[src/rtl/rss_pkg.sv]
package rss_pkg;
  // Bit width able to hold values 0 .. n-1 (at least one bit).
  function automatic int unsigned width_for(input int unsigned n);
    return (n < 2) ? 1 : $clog2(n);
  endfunction

  // Shortest and longest spacing between wraps for a step/modulus pair.
  function automatic int unsigned gap_lo(input int unsigned step, input int unsigned modulus);
    return modulus / step;
  endfunction

  function automatic int unsigned gap_hi(input int unsigned step, input int unsigned modulus);
    return (modulus + step - 1) / step;
  endfunction
endpackage

[src/rtl/rss_step.sv]
// Combinational modulo step: next = (acc + INCR) mod MOD, wrap flag on fold.
module rss_step #(
  parameter int unsigned INCR = 33,
  parameter int unsigned MOD  = 490,
  parameter int unsigned W    = 9
) (
  input  logic [W-1:0] acc_i,
  output logic [W-1:0] acc_next_o,
  output logic         wrap_o
);
  localparam logic [W:0] INC_V = (W+1)'(INCR);
  localparam logic [W:0] MOD_V = (W+1)'(MOD);

  logic [W:0] sum;
  logic [W:0] folded;

  always_comb begin
    sum        = {1'b0, acc_i} + INC_V;
    folded     = sum - MOD_V;
    wrap_o     = (sum >= MOD_V);
    acc_next_o = wrap_o ? folded[W-1:0] : sum[W-1:0];
  end
endmodule

[src/rtl/rss_state.sv]
// Phase register and registered enable, with reset and restart.
module rss_state #(
  parameter int unsigned INCR = 33,
  parameter int unsigned MOD  = 490,
  parameter int unsigned W    = 9
) (
  input  logic         clk,
  input  logic         rst,
  input  logic         restart,
  input  logic [W-1:0] acc_next_i,
  input  logic         wrap_i,
  output logic [W-1:0] acc_o,
  output logic         en_o
);
  always_ff @(posedge clk) begin
    if (rst || restart) begin
      acc_o <= '0;
      en_o  <= 1'b0;
    end else begin
      acc_o <= acc_next_i;
      en_o  <= wrap_i;
    end
  end

  // reset or restart leaves phase 0 and no enable
  a_r1_reset_zero: assert property (@(posedge clk) disable iff (rst)
    ($past(rst) || $past(restart)) |-> (acc_o == '0 && !en_o));

  // phase advances by INCR modulo MOD
  a_r2_step: assert property (@(posedge clk) disable iff (rst)
    (!$past(rst) && !$past(restart)) |->
      (32'(acc_o) == (32'($past(acc_o)) + INCR) % MOD));

  // enable coincides with a folded phase
  a_r3_en_wrap: assert property (@(posedge clk) disable iff (rst)
    (!$past(rst) && !$past(restart)) |-> (en_o == (32'(acc_o) < INCR)));

  // phase never reaches the modulus
  a_r7_phase_range: assert property (@(posedge clk) disable iff (rst)
    32'(acc_o) < MOD);
endmodule

[src/rtl/rational_strobe_gen.sv]
module rational_strobe_gen #(
  parameter int unsigned INCR = 33,
  parameter int unsigned MOD  = 490,
  localparam int unsigned PW  = rss_pkg::width_for(MOD)
) (
  input  logic          clk,
  input  logic          rst,
  input  logic          restart,
  output logic          sample_en,
  output logic [PW-1:0] phase
);
  localparam int unsigned GAP_LO = rss_pkg::gap_lo(INCR, MOD);
  localparam int unsigned GAP_HI = rss_pkg::gap_hi(INCR, MOD);
  localparam int unsigned GW     = rss_pkg::width_for(GAP_HI + 2);
  localparam int unsigned WW     = rss_pkg::width_for(MOD);
  localparam int unsigned CW     = rss_pkg::width_for(INCR + 2);

  logic [PW-1:0] acc_next;
  logic          wrap;

  rss_step #(.INCR(INCR), .MOD(MOD), .W(PW)) u_step (
    .acc_i      (phase),
    .acc_next_o (acc_next),
    .wrap_o     (wrap)
  );

  rss_state #(.INCR(INCR), .MOD(MOD), .W(PW)) u_state (
    .clk        (clk),
    .rst        (rst),
    .restart    (restart),
    .acc_next_i (acc_next),
    .wrap_i     (wrap),
    .acc_o      (phase),
    .en_o       (sample_en)
  );

  // Monitoring counters for the spacing and window properties.
  logic [GW-1:0] gap_cnt;
  logic          seen_en;
  logic [WW-1:0] win_cnt;
  logic [CW-1:0] en_cnt;
  logic          primed;

  always_ff @(posedge clk) begin
    if (rst || restart) begin
      gap_cnt <= '0;
      seen_en <= 1'b0;
      win_cnt <= '0;
      en_cnt  <= '0;
      primed  <= 1'b0;
    end else begin
      if (sample_en) begin
        gap_cnt <= GW'(1);
        seen_en <= 1'b1;
      end else if (32'(gap_cnt) <= GAP_HI) begin
        gap_cnt <= gap_cnt + 1'b1;
      end
      if (!primed) begin
        primed <= 1'b1;
      end else if (32'(win_cnt) == MOD - 1) begin
        win_cnt <= '0;
        en_cnt  <= '0;
      end else begin
        win_cnt <= win_cnt + 1'b1;
        en_cnt  <= en_cnt + CW'(sample_en);
      end
    end
  end

  // spacing between enables stays within one cycle of ideal
  a_r5_gap: assert property (@(posedge clk) disable iff (rst || restart)
    (sample_en && seen_en) |-> (32'(gap_cnt) >= GAP_LO && 32'(gap_cnt) <= GAP_HI));

  // each full window of MOD cycles carries exactly INCR enables
  a_r4_window: assert property (@(posedge clk) disable iff (rst || restart)
    (primed && 32'(win_cnt) == MOD - 1) |-> (32'(en_cnt) + 32'(sample_en) == INCR));
endmodule

[config.mk]
export PLATFORM = sky130hd
export DESIGN_NAME = rational_strobe_gen
export DESIGN_NICKNAME = d
export VERILOG_FILES = /design/src/rtl/rss_pkg.sv /design/src/rtl/rss_step.sv /design/src/rtl/rss_state.sv /design/src/rtl/rational_strobe_gen.sv
export SDC_FILE = /design/constraint.sdc
export NUM_CORES = 1
export LEC_CHECK = 0
export BUFFER_PORTS_ARGS = -buffer_cell sky130_fd_sc_hd__buf_2
export CORE_AREA = 10 10 47 49
export DETAILED_ROUTE_END_ITERATION = 6
export DIE_AREA = 0 0 57 59
export PLACE_DENSITY = 0.74
export SYNTH_ARGS = -nofsm -noshare
export SYNTH_HDL_FRONTEND = slang
export SYNTH_SLANG_ARGS = --single-unit
export TNS_END_PERCENT = 5
[constraint.sdc]
create_clock -name clk -period 2.45 [get_ports clk]
set_input_delay 0.49 -clock clk [delete_from_list [all_inputs] [get_ports clk]]
set_output_delay 0.49 -clock clk [all_outputs]
set_load 0.1 [all_outputs]
* Yosys cells after proc, flatten, opt, wreduce, memory -nomap -nowiden *
Index checks and enable logic that the tools add are counted.
Widths: inputs -> output; s select.

storage, ports and cells
  bits in registers = 10
  output and inout port bits = 10
  logic and storage cells = 7

cells by class
  add/sub/neg operators = 2
  order comparisons = 1
  mux-type cells = 1
  reductions and logical operators = 1

operators with widths
  cell                  number
  $add 9x6->10 const B  1
  $ge 10x9->1 const B   1
  $mux 9                1
  $sub 9x9->9 const B   1
  $logic_or 1x1->1      1

* Depth between registers and ports, before layout *
Gate-level depths: netlist (run 1).

  word-level depth = 3
  gate-level depth with buffers = 9

* Modules after synthesis *
From an unflattened synthesis (run 1), not the netlist that was laid out.

unflattened totals
  cells, all modules = 95
  area total of the unflattened synthesis = 914.6 µm²

modules (own cells, without submodules)
  module     instances  cells each  area an instance (µm²)
  rss_step   1          73          566.8
  rss_state  1          22          347.8

* Worst setup path after synthesis (run 1) *
Ideal clock, no wire load.

  kind = register to register
  start = reg u_state.acc_o[1]
  end = reg u_state.acc_o[6]
  setup time = 0.059 ns
  arrival = 2.746 ns
  setup slack = -0.355 ns
  cell stages (with the launch flop) = 9
  path buffers = 0
  cell sequence = dfxtp_1 -> inv_1 -> ha_1 -> a32o_1 -> a221oi_1 -> nand2b_1 -> nand2b_1 -> or4_1 -> nand2_1

between the ends
  word-level cells in the longest chain between the ends = 3
  elaborated cells on any way between the ends = 4
  those cells by class = 2 x add/sub; 1 x order compare; 1 x mux

ends and longest elaborated chain
  element                                     RTL line                        RTL
  from (decl)                                 rss_state.sv:12                 output logic [W-1:0] acc_o,
  from (signal assigned)                      rss_state.sv:20                 acc_o <= acc_next_i;
  $add 9x6->10 *                              rss_step.sv:18                  sum = {1'b0, acc_i} + INC_V;
  $sub 9x9->9 or $ge 10x9->1 (tied branches)  rss_step.sv:19, rss_step.sv:20
  $mux 9 *                                    rss_step.sv:21                  acc_next_o = wrap_o ? folded[W-1:0] : sum[W-1:0];

Mark *: on every way between the ends. The rest lies on a longest branch, timed or not.
A chain may end at the register's enable or synchronous reset.

* Worst setup path in the final report (run 1) *
Same ends and word-level chain as after synthesis.

==> run_results.csv, run 1 <==
group,metric,value,unit
status,status,"finished, final reports clean",
sta,fin_crit_sh,89.4,%
sta,fmax,456,MHz
die,start_util,47.4,%
synthesis,ys_seq_elements,10,
grt,grt_max_degree,13,
grt,grt_pass1_vias,564,
setup_path,worst_setup_path_end_kind,"flip-flop",
sta,grt_setup_unrepaired,"false",
power,ir_drop,0.294,mV
sta,tns,0,ns
route,avgViaCountPerCell,5.47,
route,totalWireLength,1430,um
worst_hold_path,min_path_type,"primary input to flip-flop",
setup_path,crit_path_start,"u_state.acc_o[1]",
clock_network,post-cts-setup-buffer-count,0,
sta,worst_pin_slew,0.489,ns
place,hpwl,1080,um
synthesis,ys_types,35,
place,portBuffers,12,
clock_network,root_buffer,"clkbuf_4",
die,dieArea,3360,um2
die,die_h,59,um
die,io_pins,13,
setup_path,crit_type,"flip-flop to flip-flop",
sta,setup_viol,0,
clock_network,path_clk_slew,0.07,ns
sta,clock_skew,0.00189,ns
clock_network,clock-sinks,10,
power,power.switching,0.108,mW
sta,holdWs,0.484,ns
clock_network,cts_hold_buf,0,
setup_path,crit_path_cell_trace,"inv_1 -> ha_1 -> a32o_1 -> a221oi_1 -> nand2b_1 -> nand2b_1 -> or4_1 -> nand2_1",
power,swShare,28.5,%
power,p_comb_share,14.2,%
sta,timing.max_slew.rel_slack,67.6,%
synthesis,syn-instance-count,79,
clock_network,numCtsBuffers,3,
route,drc_errors,0,
route,vias,591,
sta,fin_crit,2.19,ns
die,core_area,1400,um2
cells_and_area,area_growth,16.6,%
cells_and_area,mostFrequentLayoutCell,"buf_2",
place,routabilityCongestion,0.832,
route,ant_nets,0,
clock_network,clock_path_buffers,2,
grt,gr-total-overflow,0,
setup_path,cp.arrival,2.42,ns
cells_and_area,antenna-diode-count,0,
grt,antenna_found_initial,0,
power,power.internal,0.272,mW
synthesis,yosys_warnings,0,
route,wl_per_cell,13.2,um
job,cap_violations,0,
cells_and_area,final-seq-area,208,um2
route,firstDrtPassIters,4,
die,die_x,57,um
die,fp-row-count,14,
worst_hold_path,hold_start,"rst",
cells_and_area,layout_common_cells,"12 x buf_2, 8 x nor2_1, 6 x dfxtp_2",
clock_network,cts_tree,"done",
place,place_worst_setup_slack,0.270,ns
setup_path,rr_startpoint,"u_state.acc_o[1]",
cells_and_area,fill_cells,142,
route,drtIter0Drc,5,
setup_path,cp_max_fo,7,
power,p_per_area,490,nW/um2
clock_network,cts_resized,0,
clock_network,htree_levels,1,
power,power_frac_seq,45.4,%
sta,hold_violations,0,
setup_path,crit_top_cell,"nand2b_1",
grt,track_usage,9.39,%
setup_path,max_stage_delay,0.46,ns
setup_path,cp_slowest_cell,"or4_1",
grt,grt_pass1_wl,2540,um
synthesis,syn-num-nets,85,
cells_and_area,nets,99,
synthesis,netlist_area,664,um2
clock_network,clk_latency,0.27,ns
synthesis,avgSynthCellArea,8.41,um2
sta,maxSlewViolCount,0,
setup_path,critPathRequiredTime,2.67,ns
synthesis,ys_seq_area_share,30.1,%
setup_path,cp-start-kind,"flip-flop",
sta,fin_ws,0.259,ns
cells_and_area,multiInputGateArea,432,um2
power,leakagePower,0.302,nW
cells_and_area,drive_gt1_share,30.4,%
power,power_frac_clock,40.4,%
[through the flow]
stage / instances / utilization, % / power [mW] / cell area (um2)
after global placement: 104 / 52.7 / 0.229 / 738
after floorplan: 79 / - / 0.219 / 672
final: 108 / 55.3 / 0.380 / 774
after CTS: 108 / 55.3 / 0.382 / 774
after detailed placement: 104 / 52.7 / 0.229 / 738
after global routing: 108 / 55.3 / 0.396 / 774
[logic make-up after synthesis]
family / share of synthesized area (%)
simple gates: 26.6
compound gates: 22.2
flops: 30.1
xor+xnor: 10.5
buf+inv: 4.90
fa+ha+maj: 5.65
[worst paths after layout]
check | to | slack [ns] | cells after the start
max | u_state.acc_o[6] | 0.26 | 8
min | u_state.acc_o[5] | 0.48 | 4
max reg2reg | u_state.acc_o[6] | 0.26 | 8
min reg2reg | u_state.acc_o[0] | 0.49 | 1
[flip-flops by register name (all words and copies together), names as in the netlist]
| name | flops |
|---|---|
| u_state.acc_o | 9 |
| u_state.en_o | 1 |
[metal layers]
layer  GRT usage (%)  vias up  part of all wire [%]
met1            10.4      270                    47
li1                -      308                     -
met4            6.04        0                   2.4
met5               0        -                     0
met3            2.36        5                   3.6
met2            15.7        8                    47
[power groups by stage]
stage | Sequential, mW | Clock [mW] | Combinational, mW
global route | 0.173 | 0.163 | 0.0592
floorplan | 0.198 | 0 | 0.0213
detailed placement | 0.176 | 0 | 0.0534
CTS | 0.172 | 0.156 | 0.0539
finish | 0.172 | 0.153 | 0.0537
global placement | 0.176 | 0 | 0.0528
[area by class of cell]
type / instances / share of cell area (%)
clock buffers: 4 / 4.68
multi-input cells: 62 / 55.7
inverters: 3 / 1.45
flip-flops and latches: 10 / 26.8
well taps: 16 / 2.58
repair buffers: 13 / 8.72
[synth_stat cells]
| master | n | area share [%] |
|---|---|---|
| nand3_2 | 1 | 1.5 |
| a21oi_2 | 1 | 1.3 |
| nand2_1 | 5 | 2.8 |
| and2_1 | 1 | 0.94 |
| xor2_1 | 3 | 4.0 |
| nand2b_1 | 2 | 1.9 |
| or4b_4 | 1 | 2.1 |
| o31ai_1 | 1 | 1.1 |
| buf_4 | 1 | 1.1 |
| nand3_1 | 2 | 1.5 |
| o211ai_1 | 1 | 1.1 |
| inv_1 | 3 | 1.7 |
| o21a_1 | 2 | 2.3 |
| a211oi_1 | 3 | 3.4 |
| nor3_1 | 4 | 3.0 |
| nor3b_1 | 1 | 1.1 |
| or4_1 | 1 | 1.1 |
| dfxtp_1 | 10 | 30 |
| buf_2 | 2 | 1.5 |
| a21oi_1 | 2 | 1.5 |
| o21ai_1 | 2 | 1.5 |
| a221oi_1 | 1 | 1.3 |
| nand4_1 | 1 | 0.94 |
| clkbuf_1 | 1 | 0.56 |
| o21ai_0 | 3 | 2.3 |
| o2111a_1 | 1 | 1.7 |
| a31oi_4 | 1 | 3.2 |
| nor2b_1 | 2 | 1.9 |
| a32o_1 | 1 | 1.5 |
| and3b_1 | 1 | 1.3 |
| xnor2_1 | 5 | 6.6 |
| or2_2 | 1 | 0.94 |
| and3_1 | 1 | 0.94 |
| nor2_1 | 8 | 4.5 |
| ha_1 | 3 | 5.7 |
[critical path, delay by kind of cell, from the launching register on]
| family | cells | cell delay (ns) |
|---|---|---|
| flops | 1 | 0.39 |
| buf+inv | 1 | 0.06 |
| compound gates | 2 | 0.58 |
| fa+ha+maj | 1 | 0.34 |
| simple gates | 4 | 0.77 |
Note: power is estimated with default switching activity, not from simulation.
==> inputs of run 2 (changes only) <==
--- a/config.mk
+++ b/config.mk
@@ -5,11 +5,12 @@
 export SDC_FILE = /design/constraint.sdc
 export NUM_CORES = 1
 export LEC_CHECK = 0
+export ABC_AREA = 1
 export BUFFER_PORTS_ARGS = -buffer_cell sky130_fd_sc_hd__buf_2
-export CORE_AREA = 10 10 47 49
+export CORE_MARGIN = 10
+export CORE_UTILIZATION = 54
 export DETAILED_ROUTE_END_ITERATION = 6
-export DIE_AREA = 0 0 57 59
-export PLACE_DENSITY = 0.74
+export PLACE_DENSITY = 0.78
 export SYNTH_ARGS = -nofsm -noshare
 export SYNTH_HDL_FRONTEND = slang
 export SYNTH_SLANG_ARGS = --single-unit
==> run 2 against run 1 <==
  * Combinational power increased by 15%
  * Cell area grew 19%
  * Clock power is essentially flat
  * Clock skew increased by 0.00070 ns
==> run_results.csv, run 2 <==
group,metric,value,unit
status,status,"finished, final reports clean",
sta,worst_pin_slew,0.493,ns
cells_and_area,antenna-diode-count,0,
clock_network,cts_hold_buf,0,
synthesis,netlist_area,808,um2
die,die_x,58.7,um
clock_network,post-cts-setup-buffer-count,0,
cells_and_area,layout_common_cells,"23 x nand2_1, 13 x inv_1, 12 x buf_2",
synthesis,synth_enable_flop_cells,0,
cells_and_area,drive_gt1_share,35.2,%
sta,grt_setup_unrepaired,"false",
route,ant_nets,0,
place,portBuffers,12,
clock_network,cts_tree,"done",
route,drtIter0Drc,15,
sta,fin_ws,0.656,ns
sta,fin_crit_sh,73.2,%
cells_and_area,area_growth,14.4,%
synthesis,synth_flop_cell,"dfxtp_1",
synthesis,synth_top_area_share,24.8,%
cells_and_area,top_regs,"u_state.acc_o: 9 flops, u_state.en_o: 1 flops",
synthesis,ys_seq_elements,10,
synthesis,synth_top_family_by_area,"simple AND/OR/NAND/NOR gates",
cells_and_area,final_util,68.5,%
clock_network,clk_latency,0.27,ns
sta,tns,0,ns
cells_and_area,nets,135,
clock_network,root_buffer,"clkbuf_4",
synthesis,ys_types,25,
cells_and_area,final_cells,143,
setup_path,worst_setup_path_end_kind,"flip-flop",
power,ir_drop,0.300,mV
synthesis,synth_compound_area_share,6.04,%
sta,hold_violations,0,
clock_network,cts_resized,0,
sta,setup_viol,0,
place,hpwl,1430,um
grt,grt_pass1_vias,722,
die,dieArea,3440,um2
die,die_h,58.7,um
route,firstDrtPassIters,4,
clock_network,numCtsBuffers,3,
clock_network,clock-sinks,10,
route,vias,724,
synthesis,yosys_warnings,0,
cells_and_area,mostFrequentLayoutCell,"nand2_1",
setup_path,crit_type,"flip-flop to flip-flop",
place,routabilityCongestion,0.831,
sta,clock_skew,0.00259,ns
setup_path,cp.arrival,2.00,ns
sta,fmax,557,MHz
setup_path,cp_max_fo,8,
route,totalWireLength,1720,um
synthesis,synthMuxAreaShare,0,%
grt,track_usage,10.7,%
grt,grt_pass1_wl,2990,um
sta,fin_crit,1.79,ns
clock_network,htree_levels,1,
cells_and_area,final_cell_area,925,um2
die,start_util,59.9,%
clock_network,clock_path_buffers,2,
synthesis,syn-num-nets,118,
synthesis,ys_seq_area_share,24.8,%
synthesis,synth_top_cell_by_area,"dfxtp_1",
route,drc_errors,0,
synthesis,synth_simple_gate_area_share,51.1,%
place,place_worst_setup_slack,0.673,ns
die,core_area,1350,um2
place,postPlaceCellArea,888,um2
synthesis,synthArstFlopShare,0,%
synthesis,synth.most_common_cell,"nand2_1",
grt,antenna_found_initial,0,
sta,timing.max_slew.rel_slack,67.4,%
clock_network,path_clk_slew,0.07,ns
grt,gr-total-overflow,0,
synthesis,synth_top_cells_by_count,"23 x nand2_1, 13 x inv_1, 11 x nor2_1",
sta,holdWs,0.505,ns
route,avgViaCountPerCell,5.06,
synthesis,syn-instance-count,112,
worst_hold_path,min_path_type,"flip-flop to flip-flop",
route,wl_per_cell,12.0,um
cells_and_area,top_register,"u_state.acc_o",
cells_and_area,fill_cells,111,
power,p_total,0.383,mW
die,io_pins,13,
sta,maxSlewViolCount,0,
place,dp_cells,139,
cells_and_area,largest_reg_flops,9,
synthesis,avgSynthCellArea,7.22,um2
power,p_per_area,414,nW/um2
power,leakagePower,0.446,nW
die,fp-row-count,13,
synthesis,synth_xor_area_share,6.50,%
synthesis,synth_area_leaders,"dfxtp_1 25%, nand2_1 11%, nand2_2 7.7%, nand3_1 6.2%, inv_1 6.0%",
synthesis,synth_adder_area_share,4.64,%
grt,grt_max_degree,9,
setup_path,cp-start-kind,"flip-flop",
setup_path,critPathRequiredTime,2.66,ns
job,cap_violations,0,
==> run 2: layout make-up <==
class	count	area, um2	share of cell area, %
clock buffers	4	36.3	3.92
inverters	15	56.3	6.09
multi-input cells	87	552	59.7
flip-flops and latches	10	201	21.8
well taps	15	18.8	2.03
repair buffers	12	60.1	6.50
==> run 2: power by group <==
group / internal, mW / switching [mW] / leakage [nW] / total [mW]
Clock: 0.0903 / 0.0594 / 0.0210 / 0.150
Sequential: 0.166 / 0.00574 / 0.0815 / 0.172
Combinational: 0.0148 / 0.0471 / 0.344 / 0.0618
Total: 0.271 / 0.112 / 0.446 / 0.383
==> run 2: logic make-up after synthesis <==
logic type	count (synthesis)
simple gates	71
buf+inv	15
flops	10
compound gates	7
xor+xnor	6
fa+ha+maj	3
==> run 2: worst paths after layout <==
path | slack, ns | from | depth (start not counted) | to
setup / recovery | 0.66 | u_state.acc_o[0] | 11 | u_state.acc_o[7]
hold / removal | 0.50 | u_state.acc_o[0] | 1 | u_state.acc_o[0]
setup reg to reg | 0.66 | u_state.acc_o[0] | 11 | u_state.acc_o[7]
hold reg to reg | 0.50 | u_state.acc_o[0] | 1 | u_state.acc_o[0]
==> run 2: routing by layer <==
layer	vias to the layer above	wire [um]	GRT usage (%)	share of wire (%)
met4	0	38	5.90	2.2
met1	316	746	12.1	43
met3	5	145	4.08	8.4
met2	22	793	17.0	46
li1	381	-	-	-
met5	-	0	0	0
==> run 2: critical path, stage by stage (launching register included) <==
cell and delay [ns]:
dfxtp_2 0.39, ha_1 0.22, nand3_2 0.13, xor2_1 0.28, nand2_2 0.16, nor2_4 0.13
nor2_4 0.04, nand2_4 0.10, nand2_8 0.09, nand2_2 0.07, nand2_1 0.04, nor2_1 0.08
